## src/rtl/async_tx_pkg.sv

```systemverilog
// Shared types for the asynchronous frame transmitter.
// Assumes nothing beyond IEEE 1800-2017 packed structs and enums.
package async_tx_pkg;

    // Mode register layout, MSB first: bit4 mp_en ... bit0 short7.
    typedef struct packed {
        logic mp_en;
        logic two_stop;
        logic par_odd;
        logic par_en;
        logic short7;
    } tx_mode_t;

    localparam int MODE_W = $bits(tx_mode_t);

    typedef enum logic [2:0] {
        ST_IDLE,
        ST_START,
        ST_DATA,
        ST_EXTRA,
        ST_STOP1,
        ST_STOP2
    } tx_state_e;

endpackage

```

## src/rtl/tx_mode_reg.sv

```systemverilog
// Mode register: stores the frame-format word on each write strobe.
// Assumes writes may arrive at any time; the sequencer decides when
// the stored value is used.
module tx_mode_reg
    import async_tx_pkg::*;
(
    input  logic              clk,
    input  logic              rst_n,
    input  logic              mode_we,
    input  logic [MODE_W-1:0] mode_wdata,
    output tx_mode_t          mode_q
);

    // Capture the mode word on a write; clear all fields on reset.
    always_ff @(posedge clk) begin
        if (!rst_n) begin
            mode_q <= '0;
        end else if (mode_we) begin
            mode_q <= tx_mode_t'(mode_wdata);
        end
    end

endmodule

```

## src/rtl/tx_hold.sv

```systemverilog
// Holding register: a one-entry buffer between the valid/ready
// handshake and the frame sequencer.
// Assumes take is only raised while full_q is set.
module tx_hold #(
    parameter int DATA_W = 8
) (
    input  logic              clk,
    input  logic              rst_n,
    input  logic              in_valid,
    input  logic [DATA_W-1:0] in_data,
    input  logic              in_mpb,
    input  logic              take,
    output logic              in_ready,
    output logic              full_q,
    output logic [DATA_W-1:0] data_q,
    output logic              mpb_q
);

    logic accept;

    // Ready whenever empty; accept on a completed handshake.
    always_comb begin
        in_ready = !full_q;
        accept   = in_valid && in_ready;
    end

    // Fill on accept, empty when the sequencer takes the byte.
    always_ff @(posedge clk) begin
        if (!rst_n) begin
            full_q <= 1'b0;
            data_q <= '0;
            mpb_q  <= 1'b0;
        end else if (accept) begin
            full_q <= 1'b1;
            data_q <= in_data;
            mpb_q  <= in_mpb;
        end else if (take) begin
            full_q <= 1'b0;
        end
    end

    // A pending byte is kept intact until the sequencer takes it.
    assert_hold_keeps_byte_R9: assert property (@(posedge clk) disable iff (!rst_n)
        (full_q && !take) |=> (full_q && $stable(data_q) && $stable(mpb_q)));

    // A completed handshake always leaves the buffer full.
    assert_accept_fills_R9: assert property (@(posedge clk) disable iff (!rst_n)
        (in_valid && in_ready) |=> full_q);

endmodule

```

## src/rtl/tx_extra_bit.sv

```systemverilog
// Extra-slot bit: computes the bit placed after the data field.
// In multiprocessor mode it is the captured flag; otherwise it is the
// parity over the sent data bits (the MSB is masked in short mode).
// Assumes DATA_W >= 2.
module tx_extra_bit
    import async_tx_pkg::*;
#(
    parameter int DATA_W = 8
) (
    input  tx_mode_t          cfg,
    input  logic [DATA_W-1:0] data,
    input  logic              mpb,
    output logic              has_extra,
    output logic              extra_bit
);

    logic [DATA_W-1:0] sent_mask;
    logic              parity_bit;

    // Build the mask of transmitted data bits; only the MSB depends on mode.
    for (genvar g = 0; g < DATA_W; g++) begin : g_mask
        if (g == DATA_W - 1) begin : g_top
            assign sent_mask[g] = !cfg.short7;
        end else begin : g_low
            assign sent_mask[g] = 1'b1;
        end
    end

    // Select parity or multiprocessor flag for the extra slot.
    always_comb begin
        parity_bit = (^(data & sent_mask)) ^ cfg.par_odd;
        has_extra  = cfg.mp_en || cfg.par_en;
        extra_bit  = cfg.mp_en ? mpb : parity_bit;
    end

endmodule

```

## src/rtl/tx_sequencer.sv

```systemverilog
// Frame sequencer: walks start, data, extra, and stop slots one baud
// tick at a time, capturing the byte and the mode at each frame start.
// Assumes baud_tick is a single-cycle pulse and that the holding
// register presents a stable byte while hold_full is set.
module tx_sequencer
    import async_tx_pkg::*;
#(
    parameter int DATA_W = 8
) (
    input  logic              clk,
    input  logic              rst_n,
    input  logic              baud_tick,
    input  tx_mode_t          mode_q,
    input  logic              hold_full,
    input  logic [DATA_W-1:0] hold_data,
    input  logic              hold_mpb,
    output logic              take,
    output logic              txd,
    output logic              busy,
    output logic              tx_end
);

    localparam int IDX_W = (DATA_W > 1) ? $clog2(DATA_W) : 1;

    tx_state_e         state_q, state_d;
    logic [IDX_W-1:0]  idx_q, idx_d;
    logic [IDX_W-1:0]  last_idx;
    tx_mode_t          cfg_q;
    logic [DATA_W-1:0] frame_q;
    logic              mpb_q;
    logic              has_extra;
    logic              extra_bit;
    logic              frame_done;
    logic              end_set;

    tx_extra_bit #(.DATA_W(DATA_W)) u_extra (
        .cfg       (cfg_q),
        .data      (frame_q),
        .mpb       (mpb_q),
        .has_extra (has_extra),
        .extra_bit (extra_bit)
    );

    // Decide the next slot, frame completion and byte take on each tick.
    always_comb begin
        state_d    = state_q;
        idx_d      = idx_q;
        last_idx   = cfg_q.short7 ? IDX_W'(DATA_W - 2) : IDX_W'(DATA_W - 1);
        frame_done = (state_q == ST_STOP2) ||
                     (state_q == ST_STOP1 && !cfg_q.two_stop);
        take       = baud_tick && hold_full && (state_q == ST_IDLE || frame_done);
        end_set    = baud_tick && frame_done && !hold_full;
        if (baud_tick) begin
            unique case (state_q)
                ST_IDLE:  if (hold_full) state_d = ST_START;
                ST_START: begin
                    state_d = ST_DATA;
                    idx_d   = '0;
                end
                ST_DATA: begin
                    if (idx_q == last_idx) begin
                        state_d = has_extra ? ST_EXTRA : ST_STOP1;
                    end else begin
                        idx_d = idx_q + 1'b1;
                    end
                end
                ST_EXTRA: state_d = ST_STOP1;
                ST_STOP1: begin
                    if (cfg_q.two_stop)   state_d = ST_STOP2;
                    else if (hold_full)   state_d = ST_START;
                    else                  state_d = ST_IDLE;
                end
                ST_STOP2: state_d = hold_full ? ST_START : ST_IDLE;
                default:  state_d = ST_IDLE;
            endcase
        end
    end

    // Advance slot state and capture byte plus mode at frame start.
    always_ff @(posedge clk) begin
        if (!rst_n) begin
            state_q <= ST_IDLE;
            idx_q   <= '0;
            cfg_q   <= '0;
            frame_q <= '0;
            mpb_q   <= 1'b0;
            tx_end  <= 1'b1;
        end else begin
            state_q <= state_d;
            idx_q   <= idx_d;
            if (take) begin
                cfg_q   <= mode_q;
                frame_q <= hold_data;
                mpb_q   <= hold_mpb;
                tx_end  <= 1'b0;
            end else if (end_set) begin
                tx_end  <= 1'b1;
            end
        end
    end

    // Drive the line level for the current slot.
    always_comb begin
        busy = (state_q != ST_IDLE);
        unique case (state_q)
            ST_START: txd = 1'b0;
            ST_DATA:  txd = frame_q[idx_q];
            ST_EXTRA: txd = extra_bit;
            default:  txd = 1'b1;
        endcase
    end

    // Slot state moves only on a baud tick.
    assert_state_on_tick_R2: assert property (@(posedge clk) disable iff (!rst_n)
        !baud_tick |=> $stable(state_q));

    // Captured mode is frozen while a frame runs and no new one starts.
    assert_mode_frozen_R8: assert property (@(posedge clk) disable iff (!rst_n)
        (busy && !take) |=> $stable(cfg_q));

    // Busy and transmit-end never overlap.
    assert_busy_end_excl_R10: assert property (@(posedge clk) disable iff (!rst_n)
        !(busy && tx_end));

endmodule

```

## src/rtl/async_frame_tx.sv

```systemverilog
// Asynchronous frame transmitter top: mode register, one-byte holding
// register and frame sequencer.
// Assumes an external divider supplies baud_tick as a one-cycle pulse
// per bit period.
module async_frame_tx
    import async_tx_pkg::*;
#(
    parameter int DATA_W = 8
) (
    input  logic              clk,
    input  logic              rst_n,
    input  logic              baud_tick,
    input  logic              mode_we,
    input  logic [MODE_W-1:0] mode_wdata,
    input  logic              tx_valid,
    input  logic [DATA_W-1:0] tx_data,
    input  logic              tx_mpb,
    output logic              tx_ready,
    output logic              txd,
    output logic              busy,
    output logic              tx_end
);

    tx_mode_t          mode_q;
    logic              hold_full;
    logic [DATA_W-1:0] hold_data;
    logic              hold_mpb;
    logic              take;

    tx_mode_reg u_mode (
        .clk        (clk),
        .rst_n      (rst_n),
        .mode_we    (mode_we),
        .mode_wdata (mode_wdata),
        .mode_q     (mode_q)
    );

    tx_hold #(.DATA_W(DATA_W)) u_hold (
        .clk      (clk),
        .rst_n    (rst_n),
        .in_valid (tx_valid),
        .in_data  (tx_data),
        .in_mpb   (tx_mpb),
        .take     (take),
        .in_ready (tx_ready),
        .full_q   (hold_full),
        .data_q   (hold_data),
        .mpb_q    (hold_mpb)
    );

    tx_sequencer #(.DATA_W(DATA_W)) u_seq (
        .clk       (clk),
        .rst_n     (rst_n),
        .baud_tick (baud_tick),
        .mode_q    (mode_q),
        .hold_full (hold_full),
        .hold_data (hold_data),
        .hold_mpb  (hold_mpb),
        .take      (take),
        .txd       (txd),
        .busy      (busy),
        .tx_end    (tx_end)
    );

    // The line is low only inside a frame.
    assert_idle_high_R2: assert property (@(posedge clk) disable iff (!rst_n)
        !txd |-> busy);

    // A frame only begins right after a baud tick.
    assert_start_on_tick_R11: assert property (@(posedge clk) disable iff (!rst_n)
        $rose(busy) |-> $past(baud_tick));

endmodule

```

## config.mk

```make
export PLATFORM = sky130hd
export DESIGN_NAME = async_frame_tx
export DESIGN_NICKNAME = d
export VERILOG_FILES = /design/src/rtl/async_tx_pkg.sv /design/src/rtl/tx_mode_reg.sv /design/src/rtl/tx_hold.sv /design/src/rtl/tx_extra_bit.sv /design/src/rtl/tx_sequencer.sv /design/src/rtl/async_frame_tx.sv
export SDC_FILE = /design/constraint.sdc
export NUM_CORES = 1
export LEC_CHECK = 0
export ABC_AREA = 0
export BUFFER_PORTS_ARGS = -buffer_cell sky130_fd_sc_hd__buf_4
export CAP_MARGIN = 20
export CORE_UTILIZATION = 25
export CTS_CLUSTER_SIZE = 40
export DETAILED_ROUTE_END_ITERATION = 8
export HOLD_SLACK_MARGIN = 0.1
export PLACE_DENSITY_LB_ADDON = 0.1
export SLEW_MARGIN = 20
export SYNTH_ARGS = -nofsm -noshare
export SYNTH_HDL_FRONTEND = slang
export SYNTH_HIERARCHICAL = 1
export SYNTH_SLANG_ARGS = --single-unit
export TNS_END_PERCENT = 10
```

## constraint.sdc

```tcl
create_clock -name clk -period 1.95 [get_ports clk]
set_input_delay 0.39 -clock clk [delete_from_list [all_inputs] [get_ports clk]]
set_output_delay 0.39 -clock clk [all_outputs]
set_load 0.05 [all_outputs]
```

Word-level counts from Yosys, hierarchy flattened
Index checks and enable logic that the tools add are counted.
- add/subtract/negate cells: 1
- magnitude comparators: 1
- multiply operators: 0
- shift operators: 0
- bitwise operators: 2
- reductions and logical operators: 20
- divide/modulo/power cells: 0
- equality and inequality tests: 9
- muxes and demuxes: 17
- operators by type and width (kind ; count):
    case mux 3 bit (6 select lines) ; 1
    2-to-1 mux 3 bit ; 5
    bitwise AND 8 bit ; 1
    2-to-1 mux 1 bit ; 8
    parity 8 bit ; 1
    equality test 3 x 2 -> 1 bit (second input constant) ; 2
    equality test 3 bit (second input constant) ; 2
    logical AND 1 bit ; 6
    case mux 3 bit (2 select lines) ; 1
    AND reduction 3 bit ; 2
    nonzero test 2 bit ; 3
    < comparator 3 x 4 -> 1 bit (second input constant) ; 1
    != test 2 bit (second input constant) ; 2
    adder 3 x 1 -> 3 bit (second input constant) ; 1
    binary-select mux 1 bit (select 3 bit) ; 1
    equality test 3 x 1 -> 1 bit (second input constant) ; 1
    equality test 3 bit ; 1
    zero test 1 bit ; 3
    zero test 3 bit ; 1
    logical OR 1 bit ; 3
    case mux 1 bit (3 select lines) ; 1
    nonzero test 3 bit ; 1
    != test 2 x 1 -> 1 bit (second input constant) ; 1
    bitwise XOR 1 bit ; 1
- ROM bits: 0
- register bits: 36
- latch bits: 0
- output and inout port bits: 4
- memories kept: 0
- word-level logic and storage cells: 68
- bits of input ports: 19
- RAM bits: 0

Depth between registers and ports, before layout
Gate-level depths: netlist of run 1.
- word-level depth: 7
- depth in mapped cells: 7
- depth with buffers taken out: 6

By module
Netlist of run 1, hierarchy kept.
- modules (own cells, without submodules) (module ; times used ; seq. area each (sq um) ; area an instance (sq um) ; cells each):
    tx_sequencer ; 1 ; 420.4 ; 1172.4 ; 117
    tx_hold ; 1 ; 200.2 ; 420.4 ; 44
    tx_mode_reg ; 1 ; 100.1 ; 192.7 ; 16
    tx_extra_bit ; 1 ; 0.0 ; 96.3 ; 11

Worst setup path before layout of run 1
Ideal clock, no wire load.
- path type: flip-flop to output port
- start point: reg u_seq.frame_q[0]
- end point: out txd
- required time: 1.560 ns
- stages on the path, launching flop included: 7
- data arrival time: 1.954 ns
- path buffers: 0
- slack: -0.394 ns
- cell sequence: dfxtp_1 > xor2_1 > xnor3_1 > xnor2_1 > o21ai_1 > a21oi_1 > a21oi_1
- cells in the longest elaborated chain, start to end: 5
- elaborated cells between the ends (all ways): 7
- those cells by class: 4 x mux; 2 x bitwise; 1 x reduce/logical
- RTL lines (element ; line ; text):
    start: declaration ; tx_sequencer.sv:29 ; logic [DATA_W-1:0] frame_q;
    start signal: assignment ; tx_sequencer.sv:93 ; frame_q <= hold_data;
    bitwise AND 8 bit ; tx_extra_bit.sv:31 ; parity_bit = (^(data & sent_mask)) ^ cfg.par_odd;
    parity 8 bit ; tx_extra_bit.sv:31 ;
    bitwise XOR 1 bit ; tx_extra_bit.sv:31 ;
    2-to-1 mux 1 bit ; tx_extra_bit.sv:33 ; extra_bit = cfg.mp_en ? mpb : parity_bit;
    net u_seq.extra_bit ; tx_sequencer.sv:32 ; logic extra_bit;
    case mux 1 bit (3 select lines) ; tx_sequencer.sv:105 ; unique case (state_q)
    end: declaration ; async_frame_tx.sv:19 ; output logic txd,
The timed path passes the listed nets, and every way through them passes these cells. The select of a mux whose other input is x is not followed.

Worst setup path in the final report of run 1
- start point: reg u_seq.frame_q[3]
- end point: out txd
The elaborated chain is that of the path after synthesis.

==> run metrics, run 1 <==
status=complete, but fails checks; failing checks=negative setup slack; Cell Pwr Density=744 nW/um^2; synthesized netlist cell count=188; CP startpoint=u_seq/frame_q[3]; Die X=88.8 um; Port-buffer cells=22; Synth cell types=47; hold-critical path depth=2; RSZ-0062 raised after global routing=true; hold buffers post-CTS=0; commonest non-fill, non-tap cell in the layout=dfxtp_1; drt first pass iters=4; routed vias=1320; worst path arrival time=1880 ps; first-pass GRT wire length=6.02 mm; Wirelength per Cell=11.7 um; worst setup margin=-318 ps; Fillers=787; Pleak=0.857 nW; num ports=23; Mapped Nets=208; part of the cycle the worst path needs=1.16; Core Region=7250 um^2; flop2flop setup slack=330 ps; CTS sink cnt=36; Final min period=2270 ps; final setup violation count=1; metal3 WL=115 um; Num CTS Buffers=5; GPL Wtd Cong=0.706; CTS tree=yes; total track usage=0.101; clock root buffer=clkbuf_8; # H-tree levels=2; Initial DRC Count=40; Die H=88.8 um; ratio of cells with drive above 1 in the final layout=0.248; Reg2Reg Depth=4; # rows=31; Startpoint Class=register; crit path kind=reg2out; grt ovf=0; post-DR vias/cell=4.22; antenna cells=0; Yosys reg bits=36; Max-Cap Viols=0; Syn Area/Cell=10.0 um^2; Worst-path clk slew=80 ps; WL met1=1.88 mm; Layout Skew=7.13 ps; routed wire length=3.65 mm; Clock Tree Buf Depth=2; Post-DP HPWL=2.56 mm; Synth-to-Final Area Change=19.5%; Mapped Area=1880 um^2; post-route setup TNS=-318 ps; HP Start=tx_valid; largest net degree at the start of global routing=47; Post-CTS Setup Inserts=0; Max FO, Critical Path=2; Yosys Warn Count=6; worst reg2reg endpoint=u_seq/idx_q[2]; DRT antenna net count=0; worst slew pin tran=624 ps; DP Worst Slack=-102 ps; Worst-Skew Late Latency=290 ps; most frequent cells in the layout=dfxtp_1, mux2i_1, buf_4, nand2_1, nor2b_1; Hold Path End=u_hold/full_q; metal2 WL=1.60 mm; Residual DRC=0; Hold Fails Final Rpt=0; RR Startpoint=u_seq/state_q[1]; sequential area share after synthesis=0.383; CP required=1560 ps; fmax=441 MHz; Storage cell area=723 um^2; Final Util=0.310; antenna violations before repair=0; HP Class=in2reg; final net count=233; number of global-route vias before repair=1214; max layer used=met4; Peak VDD IR=300 uV; Die Area=7880 um^2; CP Capture Type=output port; Initial Utilization=0.259; worst rel slew slack=0.582; area of the multi-input gates=1050 um^2; Final Slew Violations=0
synthesized netlist by cell type, drive strengths merged:
master | n | share of area
a211oi | 3 | 0.015
a21boi | 3 | 0.012
a21oi | 3 | 0.0080
a22o | 1 | 0.0053
a22oi | 1 | 0.0040
a311oi | 1 | 0.014
a31oi | 3 | 0.010
a41o | 1 | 0.0053
and2 | 1 | 0.0033
and2b | 2 | 0.0086
buf | 9 | 0.053
clkbuf | 3 | 0.011
dfxtp | 36 | 0.38
ha | 1 | 0.0066
inv | 4 | 0.0080
mux2i | 32 | 0.17
nand2 | 22 | 0.044
nand2b | 7 | 0.023
nand3 | 2 | 0.0053
nand3b | 3 | 0.012
nor2 | 2 | 0.0040
nor2b | 23 | 0.078
nor3b | 2 | 0.011
nor4bb | 1 | 0.0053
o2111a | 1 | 0.0060
o211a | 1 | 0.0053
o21a | 1 | 0.0040
o21ai | 5 | 0.013
o22ai | 1 | 0.0033
o31a | 1 | 0.0053
or2 | 1 | 0.0033
or2b | 1 | 0.0040
or3 | 1 | 0.0033
xnor2 | 5 | 0.023
xnor3 | 1 | 0.012
xor2 | 3 | 0.018
layout make-up:
type | instances | area share
Clock buffer | 7 | 0.0384
Clock inverter | 1 | 0.00334
Inverter | 4 | 0.00667
Multi-Input combinational cell | 136 | 0.468
Sequential cell | 36 | 0.321
Tap cell | 99 | 0.0551
Timing Repair Buffer | 30 | 0.107
per-layer routing:
layer,track usage,vias to the layer above
li1,-,687
met1,0.138,610
met2,0.147,18
met3,0.0317,5
met4,0.0396,0
met5,0,-
worst max-delay path, stage by stage (launching register included):
cell	delay (ps)
dfxtp_2	340
xnor2_2	140
xnor3_1	420
xnor2_1	150
o21ai_2	160
a21oi_2	90
a21oi_4	130
buf_6	170
what timing repair did:
item	4_1_cts	5_1_grt
setup endpoints to repair	1	1
pin swaps	4	2
hold endpoints to repair	0	0
gates resized for setup	5	1
metrics by stage:
step | cells | hold WS (ps) | power, mW | area [um^2]
floorplan | 188 | 434 | 1.06 | 1890
global placement | 305 | 449 | 1.13 | 2130
detailed placement | 305 | 450 | 1.13 | 2130
CTS | 313 | 322 | 1.70 | 2250
global route | 313 | 315 | 1.77 | 2250
finish | 313 | 333 | 1.67 | 2250
power breakdown:
group          internal (mW)  switching, mW  total, mW
registers              0.769         0.0403      0.809
clock network          0.287          0.272      0.559
logic                  0.149          0.157      0.306
total                   1.21          0.469       1.67
sequential cells by signal (all words and copies together) (netlist names), 3 cells and up:
name	cells
u_mode/mode_q	5
u_seq/cfg_q	5
u_seq/state_q	3
u_seq/idx_q	3
u_hold/data_q	8
u_seq/frame_q	8
cells by family (layout without fill, tap and decap cells):
group                    after synthesis  in the layout  synth area share
adder cells (fa/ha/maj)                1              1           0.00665
buffers and inverters                 16             42            0.0718
multiplexers                          32             32             0.170
AND/OR/NAND/NOR                       68             68             0.205
XOR/XNOR                               9              9            0.0532
AO/OA/AOI/OAI                         26             26             0.110
flip-flops                            36             36             0.383
worst max path at each step:
stage,end,slack [ps],depth (start not counted)
CTS,txd,-410,7
detailed placement,txd,-100,7
global route,txd,-410,7
global placement,txd,-130,7
floorplan,txd,20,6
finish,txd,-320,7
(Power assumes the default switching activity.)
==> run 2, diff against run 1 <==
--- a/config.mk
+++ b/config.mk
@@ -8,6 +8,8 @@
 export ABC_AREA = 0
 export BUFFER_PORTS_ARGS = -buffer_cell sky130_fd_sc_hd__buf_4
 export CAP_MARGIN = 20
+export CELL_PAD_IN_SITES_DETAIL_PLACEMENT = 0
+export CELL_PAD_IN_SITES_GLOBAL_PLACEMENT = 2
 export CORE_UTILIZATION = 25
 export CTS_CLUSTER_SIZE = 40
 export DETAILED_ROUTE_END_ITERATION = 8
@@ -16,6 +18,5 @@
 export SLEW_MARGIN = 20
 export SYNTH_ARGS = -nofsm -noshare
 export SYNTH_HDL_FRONTEND = slang
-export SYNTH_HIERARCHICAL = 1
 export SYNTH_SLANG_ARGS = --single-unit
 export TNS_END_PERCENT = 10
==> run metrics, run 2 <==
status=complete, but fails checks; failing checks=negative setup slack; sequential area share after synthesis=0.426; Hold Fails Final Rpt=0; Residual DRC=0; # rows=29; Die H=84.3 um; Port-buffer cells=22; DRT antenna net count=0; grt met2 use=0.200; routed wire length=3.74 mm; Mapped Nets=198; flop2flop setup slack=130 ps; largest net degree at the start of global routing=37; Fillers=666; clock root buffer=clkbuf_8; Synth top cells by count=dfxtp_1, nand2_1, nor2b_1, mux2i_1, a21boi_0; Wirelength per Cell=13.1 um; CTS sink cnt=36; Die X=84.3 um; ratio of cells with drive above 1 in the final layout=0.220; number of synthesized flops with an enable pin=0; worst path arrival time=1790 ps; GPL Wtd Cong=0.751; post-route setup TNS=-233 ps; post-synth top area share=0.426; Synth Area in XOR/XNOR=0.0495; Placed Instances=277; fmax=458 MHz; Pleak=0.833 nW; num ports=23; top flop regs=u_hold.data_q: 8 flops, u_seq.frame_q: 8 flops; Core Region=6460 um^2; worst rel slew slack=0.739; worst slew pin tran=389 ps; main combinational cell family by area after synthesis=simple AND/OR/NAND/NOR gates; drt first pass iters=4; CP peak stage delay=420 ps; Worst-Skew Late Latency=280 ps; Startpoint Class=register; final non-filler cell area=2110 um^2; # H-tree levels=2; M3 GR Usage=0.0305; routed vias=1286; RSZ-0062 raised after global routing=true; GRT busiest layer=met2; Hold Path End=u_seq.state_q[1]; antenna violations before repair=0; Mapped Area=1690 um^2; Final Slew Violations=0; CP Capture Type=output port; Reg2Reg Depth=6; Cell Pwr Density=744 nW/um^2; Post-Synth Simple-Gate Area=0.197; fin cells=286; Synth Area in Compound Gates=0.137; Layout Skew=6.23 ps; Max FO, Critical Path=2; Die Area=7100 um^2; Synth-to-Final Area Change=24.8%; Yosys reg bits=36; CTS tree=yes; most frequent cells in the layout=dfxtp_1, buf_4, nand2_1, nor2b_1, mux2i_1; worst reg2reg endpoint=u_seq.idx_q[2]; RR Startpoint=u_seq.idx_q[0]; Initial Utilization=0.262; Peak VDD IR=263 uV; final net count=228; worst setup margin=-233 ps; total power=1.57 mW; Post-DP HPWL=2.71 mm; part of the cycle the worst path needs=1.12; grt ovf=0; final setup violation count=1; ys flop type=dfxtp_1; first-pass GRT wire length=6.56 mm; hold-critical path depth=2; hold buffers post-CTS=0; most frequent cell after synthesis=dfxtp_1; fraction of registers with async set/reset=0; Max-Cap Viols=0; Adder-Cell Fraction of Synth Area=0.00739; Synth cell types=36; post-DR vias/cell=4.50; post-synthesis mux area share=0.149; Num CTS Buffers=5; commonest non-fill, non-tap cell in the layout=dfxtp_1; Placed Instance Area=1990 um^2; HP Class=in2reg; worst path cell trace=xnor2_2 -> xnor3_1 -> xnor2_1 -> o21ai_1 -> o311a_2 -> buf_8; Worst-path clk slew=80 ps; synthesized netlist cell count=178; Final min period=2180 ps; crit path kind=reg2out; total track usage=0.118; synth top area cells=dfxtp_1, mux2i_1, nor2b_1, nand2_1, a21boi_0; antenna cells=0; Syn Area/Cell=9.51 um^2; Clock Tree Buf Depth=2; number of global-route vias before repair=1325; global routing usage on met1=0.146; HP Start=baud_tick; largest area contributor in the netlist=dfxtp_1; CP required=1560 ps; Initial DRC Count=69; Yosys Warn Count=0; Slowest cell on crit path=xnor3_1
-- run 2: worst max path at each step --
stage,start,endpoint
after global routing,u_seq.frame_q[2],txd
final,u_seq.frame_q[2],txd
after global placement,u_seq.frame_q[6],txd
after floorplan,u_seq.state_q[2],u_seq.frame_q[0]
after CTS,u_seq.frame_q[2],txd
after detailed placement,u_seq.frame_q[5],txd
-- run 2: cell type report --
cell class	instances	area (um^2)	share of cell area
timing repair buffer	31	253	0.120
tap	77	96.3	0.0456
multi-input combinational	128	931	0.441
clock inverter	1	8.76	0.00415
clock buffer	7	76.3	0.0361
sequential	36	724	0.343
inverter	6	22.5	0.0107
-- run 2: metal layers --
metal	vias up	share of wire	routed length (um)
met2	19	0.49	1840
met4	0	0.0064	24
met3	2	0.030	112
met1	593	0.47	1770
met5	-	0	0
li1	672	-	-
-- run 2: through the flow --
stage / utilization / setup slack, ps / hold WS, ps
5_1_grt: 0.327 / -317 / 347
3_3_place_gp: 0.309 / -9.84 / 452
2_1_floorplan: - / 24.2 / 443
4_1_cts: 0.327 / -256 / 346
6_report: 0.327 / -233 / 354
3_5_place_dp: 0.309 / 9.51 / 459
-- run 2: power by group --
group          switching (mW)  internal, mW
clock                   0.263         0.255
sequential             0.0255         0.766
combinational           0.139         0.124
total                   0.428          1.14
-- run 2: critical path: cells and delay by family (launching register included) --
family          cells  cell delay, ps
xor+xnor            3             700
flops               1             340
compound gates      2             320
buf+inv             1             140
-- run 2: repair_timing --
action | CTS | global route
setup buffers | 1 | 0
pin swaps | 3 | 0
setup endpoints to repair | 1 | 2
resized for setup | 8 | 2
endpoints found under the hold margin | 0 | 0
-- run 2: cells by family (layout without fill, tap and decap cells) --
| family | Yosys count | count (layout) |
|---|---|---|
| adders and majority gates | 1 | 1 |
| and+or+nand+nor | 66 | 66 |
| muxes | 22 | 22 |
| DFF | 36 | 36 |
| AOI/OAI and AO/OA | 31 | 31 |
| buffers and inverters | 14 | 45 |
| xor gates and xnor gates | 8 | 8 |
